--- config.mk ---
export PLATFORM = sky130hd
export DESIGN_NAME = fanpwm_ctrl
export DESIGN_NICKNAME = d
export VERILOG_FILES = /design/src/rtl/fanpwm_pkg.sv /design/src/rtl/fanpwm_regs.sv /design/src/rtl/fanpwm_timebase.sv /design/src/rtl/fanpwm_compare.sv /design/src/rtl/fanpwm_ctrl.sv
export SDC_FILE = /design/constraint.sdc
export NUM_CORES = 1
export LEC_CHECK = 0
export ABC_AREA = 1
export BUFFER_PORTS_ARGS = -buffer_cell sky130_fd_sc_hd__buf_2
export CAP_MARGIN = 20
export CORE_UTILIZATION = 30
export CTS_BUF_LIST = sky130_fd_sc_hd__clkbuf_4
export CTS_CLUSTER_DIAMETER = 150
export DETAILED_ROUTE_END_ITERATION = 10
export SYNTH_ARGS = -nofsm -noshare
export SYNTH_HDL_FRONTEND = slang
export SYNTH_SLANG_ARGS = --single-unit
--- constraint.sdc ---
create_clock -name clk -period 7.7 [get_ports clk]
set_input_delay 0.385 -clock clk [delete_from_list [all_inputs] [get_ports clk]]
set_output_delay 0.385 -clock clk [all_outputs]
set_load 0.02 [all_outputs]
--- src/rtl/fanpwm_pkg.sv ---
package fanpwm_pkg;

    localparam int DUTY_W   = 8;
    localparam int SPEED_W  = 16;
    localparam int DUTY_FULL = 255;
    localparam logic [SPEED_W-1:0] SPEED_RST = 16'd4000;

    // Byte offsets of the two control words
    localparam logic [7:0] OFS_CTLA = 8'h00;
    localparam logic [7:0] OFS_CTLB = 8'h04;

    // Writable bits of each word; everything else is stored as zero
    localparam logic [31:0] CTLA_MASK = 32'h00FF_0003;
    localparam logic [31:0] CTLB_MASK = 32'h0000_FFFF;

    typedef enum logic {
        MODE_LONG  = 1'b0,
        MODE_SHORT = 1'b1
    } fan_mode_e;

    typedef struct packed {
        logic              run;
        fan_mode_e         mode;
        logic [DUTY_W-1:0] duty;
    } fan_cfg_t;

    function automatic longint unsigned cycles_of(longint unsigned hz,
                                                  longint unsigned ns);
        return (hz * ns) / 64'd1_000_000_000;
    endfunction

    function automatic fan_cfg_t cfg_from_word(logic [31:0] w);
        fan_cfg_t c;
        c.run  = w[0];
        c.mode = fan_mode_e'(w[1]);
        c.duty = w[23:16];
        return c;
    endfunction

endpackage

--- src/rtl/fanpwm_regs.sv ---
module fanpwm_regs
    import fanpwm_pkg::*;
#(
    parameter int ADDR_W = 4
) (
    input  logic              clk,
    input  logic              rst,
    input  logic              wr_en,
    input  logic              rd_en,
    input  logic [ADDR_W-1:0] addr,
    input  logic [31:0]       wdata,
    output logic [31:0]       rdata,
    output fan_cfg_t          cfg
);

    localparam logic [ADDR_W-1:0] A_CTLA = ADDR_W'(OFS_CTLA);
    localparam logic [ADDR_W-1:0] A_CTLB = ADDR_W'(OFS_CTLB);

    logic [31:0] ctla_q;
    logic [31:0] ctlb_q;
    logic [31:0] rd_mux;

    always_ff @(posedge clk) begin
        if (rst) begin
            ctla_q <= '0;
            ctlb_q <= {{(32-SPEED_W){1'b0}}, SPEED_RST};
        end else if (wr_en) begin
            if (addr == A_CTLA) ctla_q <= wdata & CTLA_MASK;
            if (addr == A_CTLB) ctlb_q <= wdata & CTLB_MASK;
        end
    end

    always_comb begin
        if (addr == A_CTLA)      rd_mux = ctla_q;
        else if (addr == A_CTLB) rd_mux = ctlb_q;
        else                     rd_mux = '0;
    end

    always_ff @(posedge clk) begin
        if (rst)        rdata <= '0;
        else if (rd_en) rdata <= rd_mux;
    end

    assign cfg = cfg_from_word(ctla_q);

endmodule

--- src/rtl/fanpwm_timebase.sv ---
module fanpwm_timebase
    import fanpwm_pkg::*;
#(
    parameter int              CNT_W     = 23,
    parameter longint unsigned LONG_CYC  = 8_000_000,
    parameter longint unsigned SHORT_CYC = 8_000
) (
    input  logic              clk,
    input  logic              rst,
    input  fan_cfg_t          cfg,
    output logic              armed,
    output logic              wrap,
    output logic [CNT_W-1:0]  cnt,
    output logic [CNT_W-1:0]  period_len,
    output logic [DUTY_W-1:0] act_duty
);

    localparam logic [CNT_W-1:0] LONG_LEN  = CNT_W'(LONG_CYC);
    localparam logic [CNT_W-1:0] SHORT_LEN = CNT_W'(SHORT_CYC);

    fan_mode_e act_mode;

    assign period_len = (act_mode == MODE_SHORT) ? SHORT_LEN : LONG_LEN;
    assign wrap       = cfg.run && armed && (cnt == period_len - CNT_W'(1));

    // Settings are copied from the control word only when a period begins:
    // on arming after run is set, and at every wrap.
    always_ff @(posedge clk) begin
        if (rst) begin
            armed    <= 1'b0;
            cnt      <= '0;
            act_duty <= '0;
            act_mode <= MODE_LONG;
        end else if (!cfg.run) begin
            armed <= 1'b0;
            cnt   <= '0;
        end else if (!armed || wrap) begin
            armed    <= 1'b1;
            cnt      <= '0;
            act_duty <= cfg.duty;
            act_mode <= cfg.mode;
        end else begin
            cnt <= cnt + CNT_W'(1);
        end
    end

endmodule

--- src/rtl/fanpwm_compare.sv ---
module fanpwm_compare
    import fanpwm_pkg::*;
#(
    parameter int CNT_W = 23
) (
    input  logic              clk,
    input  logic              rst,
    input  logic              active,
    input  logic [CNT_W-1:0]  cnt,
    input  logic [CNT_W-1:0]  period_len,
    input  logic [DUTY_W-1:0] duty,
    output logic              pwm_q
);

    localparam int PROD_W = CNT_W + DUTY_W + 1;

    logic [PROD_W-1:0] lhs;
    logic [PROD_W-1:0] rhs;
    logic              hit;

    // cnt < floor(duty*P/255)  <=>  255*(cnt+1) <= duty*P
    assign lhs = (PROD_W'(cnt) + PROD_W'(1)) * PROD_W'(DUTY_FULL);
    assign rhs = PROD_W'(duty) * PROD_W'(period_len);
    assign hit = (lhs <= rhs);

    always_ff @(posedge clk) begin
        if (rst) pwm_q <= 1'b0;
        else     pwm_q <= active && hit;
    end

endmodule

--- src/rtl/fanpwm_ctrl.sv ---
module fanpwm_ctrl
    import fanpwm_pkg::*;
#(
    parameter longint unsigned CLK_HZ   = 200_000_000,
    parameter longint unsigned LONG_NS  = 40_000_000,
    parameter longint unsigned SHORT_NS = 40_000,
    parameter int              ADDR_W   = 4
) (
    input  logic              clk,
    input  logic              rst,
    input  logic              wr_en,
    input  logic              rd_en,
    input  logic [ADDR_W-1:0] addr,
    input  logic [31:0]       wdata,
    output logic [31:0]       rdata,
    output logic              pwm_out
);

    localparam longint unsigned LONG_CYC  = cycles_of(CLK_HZ, LONG_NS);
    localparam longint unsigned SHORT_CYC = cycles_of(CLK_HZ, SHORT_NS);
    localparam longint unsigned MAX_CYC   = (LONG_CYC > SHORT_CYC) ? LONG_CYC : SHORT_CYC;
    localparam int              CNT_W     = $clog2(MAX_CYC + 1);

    fan_cfg_t          cfg;
    logic              cfg_run;
    logic              armed;
    logic              wrap;
    logic [CNT_W-1:0]  cnt;
    logic [CNT_W-1:0]  period_len;
    logic [DUTY_W-1:0] act_duty;

    assign cfg_run = cfg.run;

    fanpwm_regs #(.ADDR_W(ADDR_W)) u_regs (
        .clk   (clk),
        .rst   (rst),
        .wr_en (wr_en),
        .rd_en (rd_en),
        .addr  (addr),
        .wdata (wdata),
        .rdata (rdata),
        .cfg   (cfg)
    );

    fanpwm_timebase #(
        .CNT_W     (CNT_W),
        .LONG_CYC  (LONG_CYC),
        .SHORT_CYC (SHORT_CYC)
    ) u_tb (
        .clk        (clk),
        .rst        (rst),
        .cfg        (cfg),
        .armed      (armed),
        .wrap       (wrap),
        .cnt        (cnt),
        .period_len (period_len),
        .act_duty   (act_duty)
    );

    fanpwm_compare #(.CNT_W(CNT_W)) u_cmp (
        .clk        (clk),
        .rst        (rst),
        .active     (cfg_run && armed),
        .cnt        (cnt),
        .period_len (period_len),
        .duty       (act_duty),
        .pwm_q      (pwm_out)
    );

endmodule

[After elaboration in Yosys (flattened, before gate mapping)]
Cells that the tools add are included.
Word-level totals
  input bits: 40
  register bits: 92
  output and inout bits: 33
Operators by class
  equal/unequal tests: 2
  reduce and logical (&&, ||, !) cells: 11
  bitwise operators: 1
  muxes and demuxes: 3
  multiply operators: 2
  magnitude comparators: 1
  $add $sub $neg: 3
Operators with widths (number)
  $le 32x31->1: 1
  $mul 32x8->32 const B: 1
  $mux 32: 1
  $mul 8x23->31: 1
  $add 23x1->24 const B: 1
  $add 23x1->23 const B: 1
  $eq 23x23->1: 1
  $mux 23: 1
  $sub 23x1->23 const B: 1
  $mux 16: 1
  $reduce_and 2->1: 3
  $eq 4x3->1 const B: 1
  $logic_not 4->1: 1
  $logic_and 1x1->1: 3
  $reduce_or 3->1: 1
  $reduce_or 2->1: 1
  $logic_not 1->1: 1
  $logic_or 1x1->1: 1
  $not 1->1: 1

[Longest topological paths before layout]
Gate-level depths: netlist of the first run.
  depth in word-level cells: 6
  depth in mapped cells: 41
  depth with buffers taken out: 41

[Cells and area by module]
From an unflattened synthesis of the first run, not the netlist that was laid out.
Second synthesis, totals
  cells, all modules: 2230
  area total of the unflattened synthesis: 16020.4 um^2
By module, submodules not included
  fanpwm_compare: area each 12095.4 um^2, sequential area each 20.0 um^2, times used 1, cells an instance 1673
  fanpwm_regs: area each 2082.0 um^2, sequential area each 1001.0 um^2, times used 1, cells an instance 285
  fanpwm_timebase: area each 1835.5 um^2, sequential area each 660.6 um^2, times used 1, cells an instance 270
  fanpwm_ctrl: area each 7.5 um^2, sequential area each 0.0 um^2, times used 1, cells an instance 2

[Least setup slack after synthesis of the first run]
OpenSTA, ideal clock, no wires.
  kind: register -> register
  from: register u_tb.cnt[0]
  to: register u_cmp.pwm_q
  clock period less this slack: 6378 ps
  path slack: 1322 ps
  library setup time: 64 ps
  arrival: 6314 ps
  cell stages (with the launch flop): 33
  cell sequence: dfxtp_1 -> ha_1 -> inv_1 -> nor2_4 -> nand2_4 -> nor3_1 -> nand3_1 -> nor2_2 -> nand4_1 -> xor2_1 -> inv_1 -> fa_1 -> fa_1 -> fa_1 -> inv_1 -> fa_1 -> inv_1 -> ha_1 -> nand2_1 -> nor3_1 -> nand3_1 -> nand3_1 -> nand2_1 -> nand3_1 -> nand2_1 -> ha_1 -> nand2_1 -> nor3_1 -> nand4_1 -> nand3b_1 -> nand2_1 -> nand2_1 -> nor2_1
Between the ends
  word-level cells in the longest chain between the ends: 4
Ends and longest elaborated chain
  start, declared: RTL line fanpwm_timebase.sv:13  | output logic [CNT_W-1:0] cnt,
  start signal, assigned: RTL line fanpwm_timebase.sv:43  | cnt <= cnt + CNT_W'(1);
  $add 23x1->24: RTL line fanpwm_compare.sv:22  | assign lhs = (PROD_W'(cnt) + PROD_W'(1)) * PROD_W'(DUTY_FULL);
  $mul 32x8->32: RTL line fanpwm_compare.sv:22
  $le 32x31->1: RTL line fanpwm_compare.sv:24  | assign hit = (lhs <= rhs);
  $logic_and 1x1->1: RTL line fanpwm_compare.sv:28  | else pwm_q <= active && hit;
  end signal, assigned: RTL line fanpwm_compare.sv:28
  end, declared: RTL line fanpwm_compare.sv:12  | output logic pwm_q
No other way between the ends.
A chain may end at the register's enable or synchronous reset.

[Worst setup path in the final report of the first run]
  from: register u_tb.cnt[1]
  to: register u_cmp.pwm_q
The elaborated chain is that of the path after synthesis.

==> summary.md, run 1 <==
| Metric | Value |
|---|---|
| Status | `finished clean` |
| Post-synth ARST share | `0%` |
| First-pass GRT wire length | `47.84 mm` |
| Critical path launch point | `u_tb.cnt[1]$_SDFF_PP0_` |
| Internal power | `633.2 uW` |
| Setup TNS | `0 ns` |
| Largest family of logic cells by synthesized area | `adder cells` |
| Design Power | `912.8 uW` |
| Die area | `40560 sq um` |
| Min Tclk post-route | `7.125 ns` |
| Simple-gate portion of the synthesized area | `17.80%` |
| Register share of total power | `49.7%` |
| Diodes inserted | `0` |
| Ports | `73` |
| Static Leak | `6.924 nW` |
| WHS | `0.1198 ns` |
| Crit. End Element | `flop` |
| Synth warnings | `0` |
| Netlist Area Pre-Place | `11930 sq um` |
| CTS Root Cell | `clkbuf_4` |
| Clock power frac | `35.0%` |
| Clock sinks | `84` |
| Max Clk Rate | `0.1403 GHz` |
| Die Height | `201.4 um` |
| Synth Instances | `1564` |
| Detailed Route Iter0 Violations | `488` |
| Worst-margin pin slew | `0.9692 ns` |
| Max cap viols | `0` |
| Ranking of synthesized cells by area | `fa_1 (22%), ha_1 (16%), dfxtp_1 (14%)` |
| Drt first pass iters | `5` |
| Most used cell, CP | `nand2_1` |
| Number of port buffers | `56` |
| Routed wire length | `27.27 mm` |
| Vias per inst | `4.533` |
| Crit-path slowest cell | `fa_1` |
| Post-Synth XOR/XNOR Area | `5.707%` |
| Antenna Violating Nets Remaining | `0` |
| Seq/Total Area, Yosys | `14.10%` |
| Net load switching power | `279.7 uW` |
| Combinational share of power | `15.3%` |
| CTS Hold Buffers Added | `0` |
| Post-CTS setup buffers | `0` |
| CTS Buffer Depth | `2` |
| Clock latency on the worst-skew pair | `0.46 ns` |
| DIE WIDTH | `201.4 um` |
| Remaining routing DRC violations | `0` |
| Crit share post-route | `92.53%` |
| Crit start category | `flop` |
| Post-synth top area cell | `fa_1` |
| HPWL after DPL | `23.56 mm` |
| Vias in the first global route | `9881` |
| Via Count | `9683` |
| Layout Skew | `0.01882 ns` |
| Share of layout cells above drive strength 1 | `8.096%` |
| CP peak stage delay | `0.57 ns` |
| H-tree depth | `3` |
| Synth Register Bits | `84` |
| Inserted Clock Buffers | `9` |
| Multiplexer area fraction after synthesis | `0%` |
| Synth-to-layout area growth | `8.760%` |
| Initial antenna violation count | `0` |
| Worst R2R Start | `u_tb.cnt[1]$_SDFF_PP0_` |
| Initial Util | `30.65%` |
| RePlAce Congestion | `0.8784` |
| Relative slew margins | `34.85%` |
| Worst-path clk slew | `0.16 ns` |
| Post-synth EDFFs | `0` |
| Fin cells | `2136` |
| Max Slew Vio Count | `0` |
| Hold Crit Start | `wdata[10]` |
| Nets@finish | `1939` |
| Sw frac | `30.64%` |
| CTS tree | `built` |
| Worst hold path class | `input pin to flop` |
| VDD IR max | `0.1053 mV` |
| Avg Inst Size Synth | `7.626 sq um` |
| Critical Path RT | `8.12 ns` |
| RSZ-0062 raised after global routing | `false` |
| Avg WL per Cell | `12.77 um` |
| Final setup viols | `0` |
| Post-synthesis cell type count | `55` |
| Largest net degree at the start of global routing | `52` |
| Placed cell count | `2119` |
| WS Path Type | `flop to flop` |
| CP Data Arrival Time | `7.54 ns` |
| Std cell rows | `72` |
| Synth Flop Type | `dfxtp_1` |
| Core outline area | `38920 sq um` |
| Global Route Usage Sum | `14.22%` |
| Remaining Overflow, GRT | `0` |
| Hold Vio Cnt, Final | `0` |
| Crit Path Max Fanout | `6` |
| Compound-cell area share of the yosys netlist | `11.57%` |
| Synth Area in Adders | `38.12%` |
| Yosys top cell area share | `21.65%` |
| Power density cells | `70.37 nW/um^2` |
## stage by stage
| stage | util (%) | instance area, sq um | setup WS, ns |
|---|---|---|---|
| final | 33.33 | 12970 | 0.5749 |
| after global routing | 33.33 | 12970 | 0.05675 |
| after CTS | 33.21 | 12920 | 0.4196 |
| after detailed placement | 32.77 | 12750 | 0.5046 |
| after global placement | 32.77 | 12750 | 0.5069 |
| after floorplan | - | 11950 | 1.322 |
## kinds of logic (layout without fill, tap and decap cells)
| logic type | Yosys count | in the layout |
|---|---|---|
| AND/OR/NAND/NOR | 485 | 485 |
| AO/OA/AOI/OAI | 246 | 246 |
| adder cells (fa/ha/maj) | 286 | 286 |
| flip-flops | 84 | 84 |
| other | 1 | 8 |
| XOR/XNOR | 73 | 73 |
| buffers and inverters | 389 | 436 |
## power by group through the flow
stage               combinational [mW]  sequential (mW)  clock (mW)
floorplan                       0.0968            0.467           0
global placement                 0.139            0.463           0
detailed placement               0.139            0.463           0
CTS                              0.140            0.454       0.329
global route                     0.163            0.456       0.346
finish                           0.140            0.454       0.319
## metal layers
metal | vias to the layer above | GRT usage, % | part of all wire [%]
met5 | - | 0 | 0
met4 | 0 | 2.652 | 1.0
met2 | 162 | 23.85 | 46
met1 | 4546 | 19.39 | 49
met3 | 19 | 2.122 | 4.0
li1 | 4956 | - | -
## critical path, delay by kind of cell, from the launching register on
family	cells	cell delay, ns
adder cells (fa/ha/maj)	7	3.15
XOR/XNOR	1	0.30
buffers and inverters	4	0.32
AND/OR/NAND/NOR	20	2.84
flip-flops	1	0.46
## state kept, by name (all words and copies together) (netlist names)
name,flops
u_regs.ctla_q,10
u_regs.ctlb_q,16
u_regs.rdata,24
u_tb.cnt,23
u_tb.armed,1
u_tb.act_duty,8
u_cmp.pwm_q,1
u_tb.act_mode,1
## placed cells by master, fill, tap and decap left out, types with 3 or more instances in the layout
master,Yosys,routed
a21o_1,9,9
a21oi_1,121,121
buf_2,3,56
buf_4,10,5
clkbuf_4,0,9
conb_1,1,8
dfxtp_1,84,84
fa_1,129,129
ha_1,157,157
inv_1,348,348
inv_2,9,9
inv_6,0,3
nand2_1,262,262
nand2_2,8,8
nand2_4,3,3
nand3_1,47,47
nand3b_1,3,3
nand4_1,13,13
nor2_1,98,98
nor2_2,5,5
nor2_4,4,4
nor3_1,25,24
nor4_1,7,7
o21ai_0,77,77
o21ai_2,3,3
o21bai_1,14,14
or2_2,3,3
xnor2_1,23,23
xor2_1,46,44
xor2_2,3,4
## cell type report
class	instances	area, sq um
Clock buffer	9	67.56
Clock inverter	7	105.1
Fill cell	4191	25950
Inverter	358	1344
Multi-Input combinational cell	1098	8792
Sequential cell	84	1682
Tap cell	518	648.1
Timing Repair Buffer	62	332.8
## final timing paths
kind | end | slack, ns | cells past startpoint
max | u_cmp.pwm_q$_SDFF_PP0_ | 0.57 | 32
max reg2reg | u_cmp.pwm_q$_SDFF_PP0_ | 0.57 | 32
min reg2reg | u_regs.ctlb_q[1]$_SDFFE_PP0P_ | 0.46 | 2
min | u_regs.ctlb_q[10]$_SDFFE_PP1P_ | 0.12 | 3
## synth_stat cells, drive strengths merged, types with 14 or more instances
master / n
inv: 357
nand2: 273
ha: 157
fa: 129
a21oi: 122
nor2: 107
dfxtp: 84
o21ai: 84
xor2: 50
nand3: 47
nor3: 27
xnor2: 23
clkbuf: 16
buf: 15
nand4: 14
o21bai: 14
## timing repair
| item | 4_1_cts | 5_1_grt |
|---|---|---|
| setup endpoints to repair | 0 | 1 |
| endpoints found under the hold margin | 0 | 0 |
| gates resized for setup | 0 | 4 |
No activity file was read; power rests on OpenSTA's default activity.
==> run 2: changes to the inputs <==
- SYNTH_HIERARCHICAL: default -> 1
==> summary.md, run 2 <==
| Metric | Value |
|---|---|
| Synth Instances | `2228 (was 1564)` |
| Min Tclk post-route | `7.059 ns (was 7.125 ns)` |
| Remaining Overflow, GRT | `0 (unchanged)` |
| CTS Root Cell | `clkbuf_4 (unchanged)` |
| Vias in the first global route | `12630 (was 9881)` |
| Multi-input gate area in the final layout | `11840 sq um (was 8792 sq um)` |
| Netlist Area Pre-Place | `16010 sq um (was 11930 sq um)` |
| Hold Vio Cnt, Final | `0 (unchanged)` |
| Remaining routing DRC violations | `0 (unchanged)` |
| Via Count | `12950 (was 9683)` |
| Max Slew Vio Count | `0 (unchanged)` |
| HPWL after DPL | `29.30 mm (was 23.56 mm)` |
| Worst hold path class | `input pin to flop (unchanged)` |
| Clock sinks | `84 (unchanged)` |
| Biggest regs | `u_regs/rdata: 24 flops, u_tb/cnt: 23 flops, u_regs/ctlb_q: 16 flops (was u_regs.rdata: 24 flops, u_tb.cnt: 23 flops, u_regs.ctlb_q: 16 flops)` |
| Crit. End Element | `flop (unchanged)` |
| Crit Path Max Fanout | `7 (was 6)` |
| Power density cells | `57.32 nW/um^2 (was 70.37 nW/um^2)` |
| Initial antenna violation count | `0 (unchanged)` |
| Commonest cells after routing, fill and taps aside | `inv_1 (536), nand2_1 (480), fa_1 (214) (was inv_1 (348), nand2_1 (262), ha_1 (157))` |
| Ports | `73 (unchanged)` |
| WS Path Type | `flop to flop (unchanged)` |
| Global Route Usage Sum | `13.53% (was 14.22%)` |
| Avg WL per Cell | `11.95 um (was 12.77 um)` |
| Drt first pass iters | `7 (was 5)` |
| Clock latency on the worst-skew pair | `0.52 ns (was 0.46 ns)` |
| Nets@finish | `2646 (was 1939)` |
| Max Clk Rate | `0.1417 GHz (was 0.1403 GHz)` |
| Std cell rows | `84 (was 72)` |
| H-tree depth | `3 (unchanged)` |
| Crit start category | `flop (unchanged)` |
| VDD IR max | `0.1077 mV (was 0.1053 mV)` |
| CP Data Arrival Time | `7.53 ns (was 7.54 ns)` |
| Worst-margin pin slew | `0.9417 ns (was 0.9692 ns)` |
| DIE WIDTH | `233.0 um (was 201.4 um)` |
| Bufs and invs on worst path | `7 (was 4)` |
| Crit-path leading delay family | `adder cells (unchanged)` |
| Static Leak | `9.265 nW (was 6.924 nW)` |
| Number of port buffers | `56 (unchanged)` |
| Biggest register | `u_regs/rdata (was u_regs.rdata)` |
| Largest net degree at the start of global routing | `49 (was 52)` |
| Die area | `54290 sq um (was 40560 sq um)` |
| Most used cell, CP | `nand2_1 (unchanged)` |
| Worst-path clk slew | `0.19 ns (was 0.16 ns)` |
| CTS Buffer Depth | `2 (unchanged)` |
| Final setup viols | `0 (unchanged)` |
| Antenna Violating Nets Remaining | `0 (unchanged)` |
| Synth-to-layout area growth | `6.487% (was 8.760%)` |
| Core outline area | `52660 sq um (was 38920 sq um)` |
| CTS tree | `built (unchanged)` |
| Crit share post-route | `91.68% (was 92.53%)` |
| Fill count | `5678 (was 4191)` |
| Largest register FFs | `24 (unchanged)` |
| Routed wire length | `35.10 mm (was 27.27 mm)` |
| Most common cell after layout, fill and taps aside | `inv_1 (unchanged)` |
| Max cap viols | `0 (unchanged)` |
| Share of layout cells above drive strength 1 | `6.495% (was 8.096%)` |
| Placed cell count | `2918 (was 2119)` |
| Inserted Clock Buffers | `9 (unchanged)` |
| Fin cells | `2937 (was 2136)` |
| First-pass GRT wire length | `60.89 mm (was 47.84 mm)` |
| Storage element area | `1683 sq um (was 1682 sq um)` |
| Die Height | `233.0 um (was 201.4 um)` |
| Status | `finished clean (unchanged)` |
| Vias per inst | `4.410 (was 4.533)` |
| Design Power | `977.0 uW (was 912.8 uW)` |
| Crit-path slowest cell | `fa_1 (unchanged)` |
| CP peak stage delay | `0.61 ns (was 0.57 ns)` |
| WHS | `0.06976 ns (was 0.1198 ns)` |
| Detailed Route Iter0 Violations | `629 (was 488)` |
| Critical Path RT | `8.17 ns (was 8.12 ns)` |
| Avg Inst Size Synth | `7.185 sq um (was 7.626 sq um)` |
| Initial Util | `30.40% (was 30.65%)` |
| Layout Skew | `0.03573 ns (was 0.01882 ns)` |
| Synth warnings | `6 (was 0)` |
| RePlAce Congestion | `0.8537 (was 0.8784)` |
| Relative slew margins | `37.05% (was 34.85%)` |
| RSZ-0062 raised after global routing | `false (unchanged)` |
| Setup TNS | `0 ns (unchanged)` |
[run 2: worst paths after layout]
check,end,slack [ns],depth (start not counted),start
max,u_cmp/pwm_q$_SDFF_PP0_,0.64,36,u_tb/cnt[1]$_SDFF_PP0_
min,u_regs/ctlb_q[4]$_SDFFE_PP0P_,0.07,3,wdata[4]
max reg2reg,u_cmp/pwm_q$_SDFF_PP0_,0.64,36,u_tb/cnt[1]$_SDFF_PP0_
min reg2reg,u_regs/rdata[2]$_SDFFE_PP0P_,0.45,2,u_regs/ctlb_q[2]$_SDFFE_PP0P_
[run 2: routing by layer]
metal / GRT usage [%] / wire, um / up-vias
met4: 1.450 / 185 / 0
met1: 18.45 / 16990 / 6086
met5: 0 / 0 / -
li1: - / - / 6642
met3: 1.985 / 1501 / 16
met2: 23.16 / 16420 / 209
[run 2: worst min-delay path, stage by stage]
cell,delay [ns]
buf_2,0.07
nor2_1,0.03
nor2_1,0.08
[run 2: what timing repair did]
action	4_1_cts	5_1_grt
hold buffers	0	0
setup buffers	0	2
setup endpoints to repair	0	1
gates resized for setup	0	6
hold endpoints to repair	0	0
[run 2: through the flow]
stage / area, sq um / worst slack (ns) / utilization, %
detailed placement: 16850 / 0.4706 / 32.01
global placement: 16850 / 0.4974 / 32.01
global route: 17040 / 0.003993 / 32.37
floorplan: 16080 / 1.104 / -
CTS: 17000 / 0.4115 / 32.29
finish: 17050 / 0.6406 / 32.37
[run 2: power by group]
| part | internal, mW | switching [mW] | total [mW] |
|---|---|---|---|
| Clock | 0.0782 | 0.199 | 0.277 |
| Sequential | 0.446 | 0.0106 | 0.456 |
| Combinational | 0.0869 | 0.157 | 0.244 |
| Total | 0.611 | 0.366 | 0.977 |
[run 2: final cells by class]
type / count / area share (%)
timing repair buffer: 81 / 2.745
multi-input combinational: 1522 / 69.44
inverter: 545 / 12.00
sequential: 84 / 9.872
antenna: 1 / 0.01468
clock inverter: 7 / 0.4771
clock buffer: 9 / 0.3964
tap: 688 / 5.050
